<file path="src/rtl/fcw_pkg.sv">
package fcw_pkg;

  localparam logic [7:0] OFS_SIG0     = 8'h00;
  localparam logic [7:0] OFS_SIG1     = 8'h02;
  localparam logic [7:0] OFS_SIG2     = 8'h04;
  localparam logic [7:0] OFS_SIG3     = 8'h06;
  localparam logic [7:0] OFS_MFR      = 8'h20;
  localparam logic [7:0] OFS_DEV      = 8'h22;
  localparam logic [7:0] OFS_PBLOC    = 8'h40;
  localparam logic [7:0] OFS_PBSZ     = 8'h42;
  localparam logic [7:0] OFS_CODE     = 8'h80;
  localparam logic [7:0] OFS_DATA     = 8'h84;
  localparam logic [7:0] OFS_ADR_LO   = 8'h88;
  localparam logic [7:0] OFS_ADR_HI   = 8'h8A;
  localparam logic [7:0] OFS_CNT_LO   = 8'h90;
  localparam logic [7:0] OFS_CNT_HI   = 8'h92;
  localparam logic [7:0] OFS_GO       = 8'hC0;
  localparam logic [7:0] OFS_BUFCLR   = 8'hC4;
  localparam logic [7:0] OFS_HOLD     = 8'hC8;
  localparam logic [7:0] OFS_STAT     = 8'hCC;

  localparam logic [15:0] STROBE_VAL  = 16'h0001;

  localparam logic [15:0] OP_WORD_PGM = 16'h0041;
  localparam logic [15:0] OP_BUF_PGM  = 16'h00E9;
  localparam logic [15:0] OP_ERASE    = 16'h0020;
  localparam logic [15:0] OP_LOCK     = 16'h0061;
  localparam logic [15:0] OP_UNLOCK   = 16'h0062;
  localparam logic [15:0] OP_RESUME   = 16'h00D0;

  localparam logic [15:0] ERR_MASK    = 16'h133A;

  typedef enum logic [1:0] {SQ_IDLE, SQ_RUN, SQ_SUSP} seq_st_t;

  function automatic logic is_prog_op(input logic [15:0] code);
    return (code == OP_WORD_PGM) || (code == OP_BUF_PGM);
  endfunction

  function automatic logic is_timed_op(input logic [15:0] code);
    return is_prog_op(code) || (code == OP_ERASE);
  endfunction

  // Error bits raised by one cycle's events.
  function automatic logic [15:0] err_events(
    input logic lock_abort, input logic vpp_abort,
    input logic done_prog, input logic done_erase,
    input logic prog_fail, input logic erase_fail,
    input logic [1:0] region, input logic ao_fail);
    logic [15:0] e;
    e = '0;
    e[1]   = lock_abort;
    e[3]   = vpp_abort;
    e[4]   = done_prog & prog_fail;
    e[5]   = done_erase & erase_fail;
    e[9:8] = done_prog ? region : 2'b00;
    e[12]  = (done_prog | done_erase) & ao_fail;
    return e & ERR_MASK;
  endfunction

  function automatic logic [15:0] status_word(
    input logic [15:0] err, input logic rdy,
    input logic pgm_susp, input logic ers_susp);
    logic [15:0] s;
    s     = err & ERR_MASK;
    s[15] = 1'b1;
    s[7]  = rdy;
    s[6]  = ers_susp;
    s[2]  = pgm_susp;
    return s;
  endfunction

endpackage

</file>
<file path="src/rtl/fcw_regs.sv">
module fcw_regs
  import fcw_pkg::*;
#(
  parameter int ADDR_W = 8,
  parameter int DW     = 16
) (
  input  logic              clk,
  input  logic              rst_n,
  input  logic              wr_en,
  input  logic [ADDR_W-1:0] addr,
  input  logic [DW-1:0]     wdata,
  input  logic              block_wr,
  output logic [DW-1:0]     code_q,
  output logic [DW-1:0]     data_q,
  output logic [DW-1:0]     adr_lo_q,
  output logic [DW-1:0]     adr_hi_q,
  output logic [DW-1:0]     cnt_lo_q,
  output logic [DW-1:0]     cnt_hi_q,
  output logic              exec_go,
  output logic              susp_go,
  output logic              clr_go
);

  logic wr_ok;
  logic strobe_val;
  assign wr_ok      = wr_en && !block_wr;
  assign strobe_val = (wdata == DW'(STROBE_VAL));

  assign exec_go = wr_ok && (addr == ADDR_W'(OFS_GO))     && strobe_val;
  assign clr_go  = wr_ok && (addr == ADDR_W'(OFS_BUFCLR)) && strobe_val;
  assign susp_go = wr_en && (addr == ADDR_W'(OFS_HOLD))   && strobe_val;

  always_ff @(posedge clk or negedge rst_n) begin
    if (!rst_n) begin
      code_q   <= '0;
      data_q   <= '0;
      adr_lo_q <= '0;
      adr_hi_q <= '0;
      cnt_lo_q <= '0;
      cnt_hi_q <= '0;
    end else if (wr_ok) begin
      if (addr == ADDR_W'(OFS_CODE))   code_q   <= wdata;
      if (addr == ADDR_W'(OFS_DATA))   data_q   <= wdata;
      if (addr == ADDR_W'(OFS_ADR_LO)) adr_lo_q <= wdata;
      if (addr == ADDR_W'(OFS_ADR_HI)) adr_hi_q <= wdata;
      if (addr == ADDR_W'(OFS_CNT_LO)) cnt_lo_q <= wdata;
      if (addr == ADDR_W'(OFS_CNT_HI)) cnt_hi_q <= wdata;
    end
  end

  p_code_hold_busy_r5: assert property (@(posedge clk) disable iff (!rst_n)
    block_wr |=> $stable(code_q) && $stable(adr_hi_q) && $stable(data_q));

  p_no_go_while_busy_r5: assert property (@(posedge clk) disable iff (!rst_n)
    block_wr |-> !exec_go && !clr_go);

endmodule

</file>
<file path="src/rtl/fcw_seq.sv">
module fcw_seq
  import fcw_pkg::*;
#(
  parameter int PROG_CYCLES  = 20,
  parameter int ERASE_CYCLES = 40,
  parameter int NUM_BLOCKS   = 16
) (
  input  logic        clk,
  input  logic        rst_n,
  input  logic        exec_go,
  input  logic        susp_go,
  input  logic [15:0] code,
  input  logic [15:0] blk_sel,
  input  logic        vpp_low,
  output logic        running,
  output logic        pgm_susp,
  output logic        ers_susp,
  output logic        lock_abort,
  output logic        vpp_abort,
  output logic        done_prog,
  output logic        done_erase
);

  localparam int MAXC  = (PROG_CYCLES > ERASE_CYCLES) ? PROG_CYCLES : ERASE_CYCLES;
  localparam int TW    = $clog2(MAXC + 1);
  localparam int BLK_W = (NUM_BLOCKS > 1) ? $clog2(NUM_BLOCKS) : 1;

  seq_st_t          st_q;
  logic [TW-1:0]    tmr_q;
  logic             op_prog_q;
  logic [NUM_BLOCKS-1:0] lock_q;
  logic [BLK_W-1:0] blk;
  logic             blk_locked;
  logic             idle_go;
  logic             start_op;
  logic             resume_op;
  logic             tmr_last;

  assign blk        = blk_sel[BLK_W-1:0];
  assign blk_locked = lock_q[blk];
  assign idle_go    = exec_go && (st_q == SQ_IDLE);

  assign lock_abort = idle_go && is_timed_op(code) && blk_locked;
  assign vpp_abort  = idle_go && is_timed_op(code) && !blk_locked && vpp_low;
  assign start_op   = idle_go && is_timed_op(code) && !blk_locked && !vpp_low;
  assign resume_op  = exec_go && (st_q == SQ_SUSP) && (code == OP_RESUME);

  assign running    = (st_q == SQ_RUN);
  assign tmr_last   = running && (tmr_q == TW'(1));
  assign done_prog  = tmr_last && op_prog_q;
  assign done_erase = tmr_last && !op_prog_q;
  assign pgm_susp   = (st_q == SQ_SUSP) && op_prog_q;
  assign ers_susp   = (st_q == SQ_SUSP) && !op_prog_q;

  genvar g;
  generate
    for (g = 0; g < NUM_BLOCKS; g++) begin : g_lock
      always_ff @(posedge clk or negedge rst_n) begin
        if (!rst_n) begin
          lock_q[g] <= 1'b0;
        end else if (idle_go && (blk == BLK_W'(g))) begin
          if (code == OP_LOCK)   lock_q[g] <= 1'b1;
          if (code == OP_UNLOCK) lock_q[g] <= 1'b0;
        end
      end
    end
  endgenerate

  always_ff @(posedge clk or negedge rst_n) begin
    if (!rst_n) begin
      st_q      <= SQ_IDLE;
      tmr_q     <= '0;
      op_prog_q <= 1'b0;
    end else begin
      case (st_q)
        SQ_IDLE: if (start_op) begin
          st_q      <= SQ_RUN;
          op_prog_q <= is_prog_op(code);
          tmr_q     <= is_prog_op(code) ? TW'(PROG_CYCLES) : TW'(ERASE_CYCLES);
        end
        SQ_RUN: begin
          if (tmr_last)     st_q <= SQ_IDLE;
          else if (susp_go) st_q <= SQ_SUSP;
          else              tmr_q <= tmr_q - TW'(1);
        end
        SQ_SUSP: if (resume_op) st_q <= SQ_RUN;
        default: st_q <= SQ_IDLE;
      endcase
    end
  end

  p_susp_bits_excl_r6: assert property (@(posedge clk) disable iff (!rst_n)
    $onehot0({pgm_susp, ers_susp, running}));

  p_susp_freeze_r6: assert property (@(posedge clk) disable iff (!rst_n)
    (pgm_susp || ers_susp) |=> $stable(tmr_q));

  p_resume_runs_r7: assert property (@(posedge clk) disable iff (!rst_n)
    resume_op |=> running && !pgm_susp && !ers_susp);

  p_lock_no_start_r8: assert property (@(posedge clk) disable iff (!rst_n)
    lock_abort |=> !running);

  p_vpp_no_start_r9: assert property (@(posedge clk) disable iff (!rst_n)
    vpp_abort |=> !running);

  p_done_ready_r4: assert property (@(posedge clk) disable iff (!rst_n)
    (done_prog || done_erase) |=> !running && !pgm_susp && !ers_susp);

endmodule

</file>
<file path="src/rtl/fcw_status.sv">
module fcw_status
  import fcw_pkg::*;
(
  input  logic        clk,
  input  logic        rst_n,
  input  logic        rd_clear,
  input  logic        lock_abort,
  input  logic        vpp_abort,
  input  logic        done_prog,
  input  logic        done_erase,
  input  logic        prog_fail,
  input  logic        erase_fail,
  input  logic [1:0]  region_code,
  input  logic        ao_fail,
  input  logic        rdy,
  input  logic        pgm_susp,
  input  logic        ers_susp,
  output logic [15:0] status
);

  logic [15:0] err_q;
  logic [15:0] err_set;

  assign err_set = err_events(lock_abort, vpp_abort, done_prog, done_erase,
                              prog_fail, erase_fail, region_code, ao_fail);
  assign status  = status_word(err_q, rdy, pgm_susp, ers_susp);

  always_ff @(posedge clk or negedge rst_n) begin
    if (!rst_n) err_q <= '0;
    else        err_q <= (rd_clear ? 16'h0000 : err_q) | err_set;
  end

  p_avail_high_r11: assert property (@(posedge clk) disable iff (!rst_n)
    status[15] && ((status & ~ERR_MASK & ~16'h80C4) == 16'h0000));

  p_read_clears_r11: assert property (@(posedge clk) disable iff (!rst_n)
    (rd_clear && !lock_abort && !vpp_abort && !done_prog && !done_erase)
      |=> ((status & ERR_MASK) == 16'h0000));

  p_err_sticky_r11: assert property (@(posedge clk) disable iff (!rst_n)
    (!rd_clear && status[4]) |=> status[4]);

endmodule

</file>
<file path="src/rtl/flash_cmd_window.sv">
module flash_cmd_window
  import fcw_pkg::*;
#(
  parameter int          ADDR_W       = 8,
  parameter int          PROG_CYCLES  = 20,
  parameter int          ERASE_CYCLES = 40,
  parameter int          NUM_BLOCKS   = 16,
  parameter logic [15:0] MFR_ID       = 16'h0089,
  parameter logic [15:0] DEV_ID       = 16'h88B0,
  parameter logic [15:0] PBUF_LOC     = 16'h0400,
  parameter logic [15:0] PBUF_WORDS   = 16'h0200
) (
  input  logic              clk,
  input  logic              rst_n,
  input  logic              bus_wr,
  input  logic              bus_rd,
  input  logic [ADDR_W-1:0] bus_addr,
  input  logic [15:0]       bus_wdata,
  output logic [15:0]       bus_rdata,
  output logic              rd_valid,
  input  logic              vpp_low,
  input  logic              prog_fail,
  input  logic              erase_fail,
  input  logic [1:0]        region_code,
  input  logic              ao_fail,
  output logic              ready,
  output logic              buf_clear
);

  logic [15:0] code_q, data_q, adr_lo_q, adr_hi_q, cnt_lo_q, cnt_hi_q;
  logic        exec_go, susp_go, clr_go;
  logic        running, pgm_susp, ers_susp;
  logic        lock_abort, vpp_abort, done_prog, done_erase;
  logic [15:0] status;
  logic        stat_rd;
  logic [15:0] rd_mux;

  fcw_regs #(.ADDR_W(ADDR_W), .DW(16)) u_regs (
    .clk(clk), .rst_n(rst_n), .wr_en(bus_wr), .addr(bus_addr),
    .wdata(bus_wdata), .block_wr(running),
    .code_q(code_q), .data_q(data_q), .adr_lo_q(adr_lo_q),
    .adr_hi_q(adr_hi_q), .cnt_lo_q(cnt_lo_q), .cnt_hi_q(cnt_hi_q),
    .exec_go(exec_go), .susp_go(susp_go), .clr_go(clr_go)
  );

  fcw_seq #(.PROG_CYCLES(PROG_CYCLES), .ERASE_CYCLES(ERASE_CYCLES),
            .NUM_BLOCKS(NUM_BLOCKS)) u_seq (
    .clk(clk), .rst_n(rst_n), .exec_go(exec_go), .susp_go(susp_go),
    .code(code_q), .blk_sel(adr_hi_q), .vpp_low(vpp_low),
    .running(running), .pgm_susp(pgm_susp), .ers_susp(ers_susp),
    .lock_abort(lock_abort), .vpp_abort(vpp_abort),
    .done_prog(done_prog), .done_erase(done_erase)
  );

  assign stat_rd = bus_rd && (bus_addr == ADDR_W'(OFS_STAT));

  fcw_status u_status (
    .clk(clk), .rst_n(rst_n), .rd_clear(stat_rd),
    .lock_abort(lock_abort), .vpp_abort(vpp_abort),
    .done_prog(done_prog), .done_erase(done_erase),
    .prog_fail(prog_fail), .erase_fail(erase_fail),
    .region_code(region_code), .ao_fail(ao_fail),
    .rdy(!running), .pgm_susp(pgm_susp), .ers_susp(ers_susp),
    .status(status)
  );

  always_comb begin
    rd_mux = 16'h0000;
    case (bus_addr)
      ADDR_W'(OFS_SIG0):   rd_mux = 16'h0050;
      ADDR_W'(OFS_SIG1):   rd_mux = 16'h0046;
      ADDR_W'(OFS_SIG2):   rd_mux = 16'h004F;
      ADDR_W'(OFS_SIG3):   rd_mux = 16'h0057;
      ADDR_W'(OFS_MFR):    rd_mux = MFR_ID;
      ADDR_W'(OFS_DEV):    rd_mux = DEV_ID;
      ADDR_W'(OFS_PBLOC):  rd_mux = PBUF_LOC;
      ADDR_W'(OFS_PBSZ):   rd_mux = PBUF_WORDS;
      ADDR_W'(OFS_CODE):   rd_mux = code_q;
      ADDR_W'(OFS_DATA):   rd_mux = data_q;
      ADDR_W'(OFS_ADR_LO): rd_mux = adr_lo_q;
      ADDR_W'(OFS_ADR_HI): rd_mux = adr_hi_q;
      ADDR_W'(OFS_CNT_LO): rd_mux = cnt_lo_q;
      ADDR_W'(OFS_CNT_HI): rd_mux = cnt_hi_q;
      ADDR_W'(OFS_STAT):   rd_mux = status;
      default:             rd_mux = 16'h0000;
    endcase
  end

  always_ff @(posedge clk or negedge rst_n) begin
    if (!rst_n) begin
      bus_rdata <= '0;
      rd_valid  <= 1'b0;
      buf_clear <= 1'b0;
    end else begin
      rd_valid  <= bus_rd;
      buf_clear <= clr_go;
      if (bus_rd) bus_rdata <= rd_mux;
    end
  end

  assign ready = !running;

  p_rd_valid_r13: assert property (@(posedge clk) disable iff (!rst_n)
    bus_rd |=> rd_valid);

  p_clr_pulse_r12: assert property (@(posedge clk) disable iff (!rst_n)
    buf_clear |=> !buf_clear || $past(clr_go));

endmodule

</file>
<file path="config.mk">
export PLATFORM = sky130hd
export DESIGN_NAME = flash_cmd_window
export DESIGN_NICKNAME = d
export VERILOG_FILES = /design/src/rtl/fcw_pkg.sv /design/src/rtl/fcw_regs.sv /design/src/rtl/fcw_seq.sv /design/src/rtl/fcw_status.sv /design/src/rtl/flash_cmd_window.sv
export SDC_FILE = /design/constraint.sdc
export NUM_CORES = 1
export LEC_CHECK = 0
export ABC_AREA = 0
export CAP_MARGIN = 30
export CORE_ASPECT_RATIO = 0.7
export CORE_MARGIN = 2
export CORE_UTILIZATION = 45
export DETAILED_ROUTE_END_ITERATION = 8
export PLACE_DENSITY = 0.7
export SYNTH_ARGS = -nofsm -noshare
export SYNTH_HDL_FRONTEND = slang
export SYNTH_SLANG_ARGS = --single-unit
</file>
<file path="constraint.sdc">
create_clock -name clk -period 3.3 [get_ports clk]
set_input_delay 0.99 -clock clk [delete_from_list [all_inputs] [get_ports clk]]
set_output_delay 0.99 -clock clk [all_outputs]
set_load 0.01 [all_outputs]
</file>
* After elaboration in Yosys (flattened, before gate mapping) *
Cells that the tools add are included.

storage, ports and cells
  input bits = 34
  output and inout port bits = 19
  word-level logic and storage cells = 173
  register bits after elaboration = 155

operators by class
  add/sub/neg operators = 1
  equality and inequality tests = 47
  $lt $le $gt $ge = 1
  muxes and demuxes = 17
  reduce and logical (&&, ||, !) cells = 73
  bitwise logic cells = 5

operator list
  operator                                                                 number
  16-bit case mux with 15 select lines                                     1
  8-bit equality test (second input constant)                              10
  16-bit by 7-bit equality test with 1-bit output (second input constant)  3
  2-bit AND reduction                                                      23
  1-bit logical AND                                                        37
  16-bit by 8-bit equality test with 1-bit output (second input constant)  2
  4-bit equality test (second input constant)                              8
  6-bit 2-to-1 mux                                                         4
  16-bit by 1-bit equality test with 1-bit output (second input constant)  1
  16-bit by 6-bit equality test with 1-bit output (second input constant)  1
  4-bit by 3-bit equality test with 1-bit output (second input constant)   4
  8-bit by 3-bit equality test with 1-bit output (second input constant)   2
  8-bit by 6-bit equality test with 1-bit output (second input constant)   2
  8-bit by 7-bit equality test with 1-bit output (second input constant)   2
  16-bit 2-to-1 mux                                                        1
  16-bit by 13-bit bitwise OR with 16-bit output                           1
  6-bit case mux with 2 select lines                                       1
  2-bit 2-to-1 mux                                                         5
  4-bit by 2-bit equality test with 1-bit output (second input constant)   2
  8-bit by 2-bit equality test with 1-bit output (second input constant)   1
  8-bit logical NOT                                                        1
  6-bit by 1-bit equality test with 1-bit output (second input constant)   1
  2-bit case mux with 3 select lines                                       1
  6-bit by 1-bit subtractor with 6-bit output (second input constant)      1
  18 further kinds                                                         29

* Longest topological paths before layout *
Gate-level depths: netlist of the first run.

  depth in word-level cells = 11
  mapped depth = 9
  mapped depth without buffers = 7

* Modules after synthesis *
From an unflattened synthesis of the first run, not the netlist that was laid out.

second synthesis, totals
  cells, all modules = 652
  area total of the unflattened synthesis = 7711.1 um^2

by module, submodules not included
  module            instances  area each (um^2)  cells each  seq. area each (um^2)
  fcw_regs          1          3847.4            226         2402.3
  flash_cmd_window  1          1901.8            228         450.4
  fcw_seq           1          1641.6            170         625.6
  fcw_status        1          320.3             28          175.2

* Worst setup path before layout of the first run *
OpenSTA, ideal clock, no wires.

  path type = input -> register
  start point = in bus_addr[0]
  end point = reg u_seq.lock_q[4]
  stages = 7
  buffers on the path = 1
  slack = 0.090 ns
  setup time = 0.125 ns
  arrival time = 3.086 ns
  required time = 3.175 ns
  path through = clkbuf_1 nor4_1 nand4_1 or4_4 or3_4 nor3b_2 mux2_2

between the ends
  longest elaborated chain between the ends = 6

RTL lines
  what                             RTL line                source
  from (decl)                      flash_cmd_window.sv:17  input logic [ADDR_W-1:0] bus_addr,
  8-bit equality test              fcw_regs.sv:29          assign exec_go = wr_ok && (addr == ADDR_W'(OFS_GO)) && strobe_val;
  1-bit logical AND (2 in series)  fcw_regs.sv:29
  1-bit logical AND                fcw_seq.sv:41           assign idle_go = exec_go && (st_q == SQ_IDLE);
  1-bit logical AND                fcw_seq.sv:61           end else if (idle_go && (blk == BLK_W'(g))) begin
  2-bit AND reduction (no line)    --
  to (signal, indexed assignment)  fcw_seq.sv:60           lock_q[g] <= 1'b0;
  to (signal, indexed assignment)  fcw_seq.sv:62           if (code == OP_LOCK) lock_q[g] <= 1'b1;
  to (signal, indexed assignment)  fcw_seq.sv:63           if (code == OP_UNLOCK) lock_q[g] <= 1'b0;
  to (decl)                        fcw_seq.sv:31           logic [NUM_BLOCKS-1:0] lock_q;

Every way passes these cells.
A chain may end at the register's enable or synchronous reset.

* Worst setup path after layout of the first run *
  start point = in bus_wdata[0]
  end point = reg u_seq.lock_q[4]

between the ends
  longest elaborated chain between the ends = 5

RTL lines
  what                                             RTL line                source
  from (decl)                                      flash_cmd_window.sv:18  input logic [15:0] bus_wdata,
  16-bit by 1-bit equality test with 1-bit output  fcw_regs.sv:27          assign strobe_val = (wdata == DW'(STROBE_VAL));
  1-bit logical AND                                fcw_regs.sv:29
  1-bit logical AND                                fcw_seq.sv:41
  1-bit logical AND                                fcw_seq.sv:61
  2-bit AND reduction (no line)                    --

Every way passes these cells.

==> flow_summary.toml, run 1 <==
[critical_path]
end_kind = "flip-flop"
crit_fanout = 4
r2r-start = "u_regs.code_q[2]"
r2r_end = "u_seq.lock_q[4]"
critPathKind = "in2reg"
r2r_cells = 6
arrival_ns = 3.56
r2r_slack_ns = 0.44
critical_path_required_ns = 3.61
startpoint_type = "input port"

[global_route]
grt_use_total = 0.256
grt_pass1_wl_mm = 32.4
overflow = 0
antenna_found_initial = 0
grt_max_degree = 94
grt_pass1_vias = 5693

[clock_tree]
cts.clk_slew.worst_paths_ns = 0.06
cts_max_level = 4
cts-root-buf = "clkbuf_16"
cts_tree = "yes"
worstSkewPairLatency_ns = 0.43
cts_hold_buf = 0
cts_buffers = 17
cts_sinks = 146
cts_max_path_buffers = 2
post_cts_buffers = 0

[synthesis]
async_flop_share = 1.00
synth-edff-count = 0
synth_top_area_frac = 0.518
netlist_instances = 602
synth-main-ff-cell = "dfrtp_1"
synth.distinct_cells = 61
yosysTopAreaCell = "dfrtp_1"
avgSynthCellArea_um2 = 11.7
synthTopCellsByArea = "dfrtp_1 52%, mux2_2 18%, nand2_1 2.0%, o22ai_1 1.8%, clkbuf_1 1.8%"
ys_warn_count = 0
syn_area_um2 = 7050
synth_nets = 638
seq_area_frac_synth = 0.518
yosys_register_bits = 146

[route]
wl_mm = 20.8
num_vias = 5659
antenna_left = 0
via_per_inst = 6.10
avgRoutedWirePerCell_um = 22.4
drc = 0
drtIter0Drc = 531
dr.pass1.iters = 6

[sta]
fin_crit_ns = 3.25
hold_viol = 0
skew_ns = 0.0120
tightest_slew_ns = 0.663
max_slew_margin = 0.547
slew_violations = 0
setup_viol = 0
fin_ws_ns = 0.0490
timing.final.crit_share = 0.985
fmax_ghz = 0.308
grt_setup_unrepaired = "no"

[finish]
layout.cells.most_common = "dfrtp_1"
finalNetCount = 752
area_growth_pct = 26.5
layout_common_cells = "146 x dfrtp_1, 113 x mux2_2, 80 x buf_4"
final_layout_size_suffix_gt1_frac = 0.339
stdcell_area_um2 = 8920
antenna_cells = 0

[die]
die_x_um = 154
rows = 38
dieArea_um2 = 16700
start_util = 0.458
io_pins = 53
core-area_um2 = 15400
fp.dieH_um = 109

[hold_path]
hold_class = "in2async"

[place]
placed_area_um2 = 8310
io_buffers = 52
dp_hpwl_mm = 14.7
gp_congestion = 0.924
dpl_worst_slack_ns = -0.466

[power_and_ir_drop]
ir_worst_vdd_v = 0.000250
p_leak_nw = 4.05
p_total_w = 0.00414
powerDensity_nw_per_um2 = 464

[flow_run]
drv_cap = 0

[run_status]
status = "finished clean"
[worst max-delay path: stages]
cell             delay (ns)
clkdlybuf4s50_1        0.60
nor4b_2                0.30
nand3_1                0.21
or4_4                  0.53
or3_4                  0.37
nor3b_2                0.20
mux2_2                 0.35
[layout make-up]
class	count	area [um2]
Inverter	25	93.8
Clock inverter	11	129
Clock buffer	20	457
Fill cell	1248	6490
Multi-Input combinational cell	393	3190
Tap cell	200	250
Sequential cell	146	3650
Timing Repair Buffer	133	1140
[how the worst max path moves through the flow]
stage                     slack [ns]  depth (start not counted)          start                to
final                           0.05                          7   bus_wdata[0]   u_seq.lock_q[4]
after global routing            0.02                         10  bus_wdata[13]  u_seq.lock_q[13]
after CTS                     0.0009                          8  bus_wdata[12]   u_seq.lock_q[4]
after detailed placement       -0.47                          7   bus_wdata[0]   u_seq.lock_q[4]
after global placement         -0.43                          7   bus_wdata[0]   u_seq.lock_q[4]
after floorplan                 0.09                          7    bus_addr[0]   u_seq.lock_q[4]
[sequential cells by signal (all words and copies together), names as in the netlist]
| name | flops |
|---|---|
| u_regs.adr_lo_q | 16 |
| u_regs.adr_hi_q | 16 |
| rd_valid | 1 |
| buf_clear | 1 |
| u_regs.code_q | 16 |
| u_seq.lock_q | 16 |
| u_seq.tmr_q | 6 |
| u_seq.st_q | 2 |
| u_regs.cnt_hi_q | 16 |
| u_status.err_q | 7 |
| bus_rdata | 16 |
| u_seq.op_prog_q | 1 |
| u_regs.cnt_lo_q | 16 |
| u_regs.data_q | 16 |
[kinds of logic (layout without fill, tap and decap cells)]
family | count (synthesis) | in the layout | synth area share
flops | 146 | 146 | 0.518
fa+ha+maj | 2 | 2 | 0.00355
simple gates | 148 | 148 | 0.116
mux | 117 | 117 | 0.193
compound gates | 123 | 123 | 0.131
buf+inv | 63 | 189 | 0.0346
xor+xnor | 3 | 3 | 0.00373
[Yosys cell counts, types with 7 or more instances]
cell and number:
nor3_1 13, nor2_1 27, nor4_1 8, nand2_1 37, dfrtp_1 146, a22o_1 13, a222oi_1 10, and2_1 8
nand3_1 13, clkbuf_1 33, a21oi_1 18, nor4b_1 8, mux2_2 113, inv_1 24, a22oi_1 15, o22ai_1 20
o21ai_0 7
[power breakdown]
| group | leakage [nW] | switching, W | internal (W) |
|---|---|---|---|
| Clock | 0.271 | 0.000780 | 0.00115 |
| Combinational | 1.77 | 0.000165 | 0.000147 |
| Sequential | 2.01 | 0.0000473 | 0.00185 |
[layer usage]
metal | GRT usage | up-vias | part of all wire | wire length [um]
met5 | 0 | - | 0 | 0
met4 | 0.0596 | 0 | 0.016 | 335
met3 | 0.0775 | 23 | 0.11 | 2240
met2 | 0.389 | 311 | 0.44 | 9190
met1 | 0.364 | 2829 | 0.43 | 9030
li1 | - | 2496 | - | -
[what timing repair did]
| action | CTS | global route |
|---|---|---|
| cloned | 0 | 0 |
| gates resized for setup | 1 | 3 |
| setup endpoints to repair | 1 | 14 |
| endpoints found under the hold margin | 0 | 0 |
[stage by stage]
stage	hold slack, ns	instances	util	TNS, ns
after floorplan	0.449	602	-	0
after CTS	0.364	928	0.578	0
after detailed placement	0.492	897	0.540	-5.89
final	0.376	928	0.579	0
after global routing	0.365	928	0.579	0
after global placement	0.482	897	0.540	-5.22
Power figures use the tool's default switching activity.
==> inputs of run 2 (changes only) <==
--- a/config.mk
+++ b/config.mk
@@ -12,6 +12,7 @@
 export CORE_UTILIZATION = 45
 export DETAILED_ROUTE_END_ITERATION = 8
 export PLACE_DENSITY = 0.7
+export REMOVE_ABC_BUFFERS = 1
 export SYNTH_ARGS = -nofsm -noshare
 export SYNTH_HDL_FRONTEND = slang
 export SYNTH_SLANG_ARGS = --single-unit
==> run 2 against run 1 <==
Non-clock buffer count up 1. First-iteration DRC count shrank 9.2%. Critical path type unchanged. Core utilization is the same. Register-to-register slack better by 0.05 ns. Highest routed layer unchanged. Sequential share of layout area stayed put. Largest cell class unchanged.
==> flow_summary.toml, run 2 (synthesized netlist as in run 1, its figures left out) <==
[finish]
layout_common_cells = "146 x dfrtp_1, 113 x mux2_2, 80 x buf_4"
final_layout_size_suffix_gt1_frac = 0.341
finalNetCount = 753
fillers = 1273
antenna_cells = 0
layout.cells.most_common = "dfrtp_1"
instances_no_fill = 930
area_growth_pct = 26.5

[sta]
timing.final.crit_share = 0.967
hold_viol = 0
fmax_ghz = 0.313
tightest_slew_ns = 0.720
skew_ns = 0.0109
fin_crit_ns = 3.19
max_slew_margin = 0.519
setup_viol = 0
slew_violations = 0
grt_setup_unrepaired = "no"

[flow_run]
drv_cap = 0

[run_status]
status = "finished clean"

[place]
dp_hpwl_mm = 14.7
dp_cells = 897
gp_congestion = 0.916
io_buffers = 52

[critical_path]
critPathKind = "in2reg"
crit_chain = "clkdlybuf4s50_1, nor4_4, nand4_1, or4_4, or3_4, nor3_1, mux2_2"
crit_fanout = 4
startpoint = "bus_addr[2]"
critical_path_required_ns = 3.61
cp_top_family = "simple AND/OR/NAND/NOR gates"
crit_buf_inv = 1
arrival_ns = 3.50
r2r_slack_ns = 0.49
slowest_delay_ns = 0.58
slowest_stage = "or4_4"
startpoint_type = "input port"
r2r-start = "u_regs.code_q[2]"
end_kind = "flip-flop"

[die]
core-area_um2 = 15400
fp.dieH_um = 109
io_pins = 53
dieArea_um2 = 16700
start_util = 0.458
rows = 38
die_x_um = 154

[clock_tree]
cts-root-buf = "clkbuf_16"
cts_buffers = 17
cts_tree = "yes"
cts_max_level = 4
cts.clk_slew.worst_paths_ns = 0.06
cts_sinks = 146
worstSkewPairLatency_ns = 0.43
cts_max_path_buffers = 2

[global_route]
grt_max_degree = 76
antenna_found_initial = 0
grt_pass1_wl_mm = 31.8
overflow = 0
grt_use_total = 0.253
grt_pass1_vias = 5674

[route]
avgRoutedWirePerCell_um = 21.9
wl_mm = 20.4
drtIter0Drc = 482
drc = 0
antenna_left = 0
via_per_inst = 6.10
dr.pass1.iters = 6
num_vias = 5673

[power_and_ir_drop]
p_total_w = 0.00405
ir_worst_vdd_v = 0.000370
powerDensity_nw_per_um2 = 454
p_leak_nw = 4.07

[hold_path]
hold_class = "in2async"
## run 2: worst paths after layout
kind	to	cells past startpoint
max	u_seq.lock_q[0]	7
min	u_regs.adr_hi_q[4]	1
max reg2reg	u_seq.lock_q[0]	6
min reg2reg	u_status.err_q[3]	2
max in group asynchronous	bus_rdata[8]	2
min in group clk	u_status.err_q[3]	2
## run 2: timing repair
item / 4_1_cts / 5_1_grt
endpoints found under the setup margin: 0 / 5
resized for setup: 0 / 5
buffers inserted: 0 / 1
hold buffers: 0 / 0
## run 2: area by class of cell
class	instances	area, um2	area share
multi-input combinational	393	3190	0.358
timing repair buffer	134	1160	0.131
inverter	25	93.8	0.0105
clock buffer	17	425	0.0477
sequential	146	3650	0.410
clock inverter	15	138	0.0154
tap	200	250	0.0281
## run 2: stage by stage
step / utilization / cell area (um2) / setup TNS [ns] / hold slack [ns] / setup slack (ns)
after floorplan: - / 6900 / -32.29 / 0.449 / -1.10
after global placement: 0.540 / 8320 / -4.15 / 0.468 / -0.358
after detailed placement: 0.540 / 8320 / -5.84 / 0.485 / -0.409
after CTS: 0.577 / 8890 / 0 / 0.494 / 0.0462
after global routing: 0.579 / 8920 / 0 / 0.512 / 0.00203
final: 0.579 / 8920 / 0 / 0.477 / 0.108
## run 2: metal layers
layer,routed length [um],global-route usage
met1,9020,0.356
met3,2190,0.0799
met4,430,0.0858
met5,0,0
met2,8750,0.372
## run 2: report_power, final
| part | leakage [nW] | total, W | switching, W | internal [W] |
|---|---|---|---|---|
| logic | 1.78 | 0.000303 | 0.000160 | 0.000144 |
| registers | 2.01 | 0.00189 | 0.0000461 | 0.00185 |
| clock network | 0.278 | 0.00185 | 0.000854 | 0.000997 |
==> inputs of run 3 (changes only) <==
==> constraint.sdc (replaced) <==
create_clock -name clk -period 3.3 [get_ports clk]
set_input_delay 0.99 -clock clk [delete_from_list [all_inputs] [get_ports clk]]
set_output_delay 0.99 -clock clk [all_outputs]
set_load 0.005 [all_outputs]
==> results of run 3 <==
Same layout as run 2 (identical final DEF). Status: finished clean.
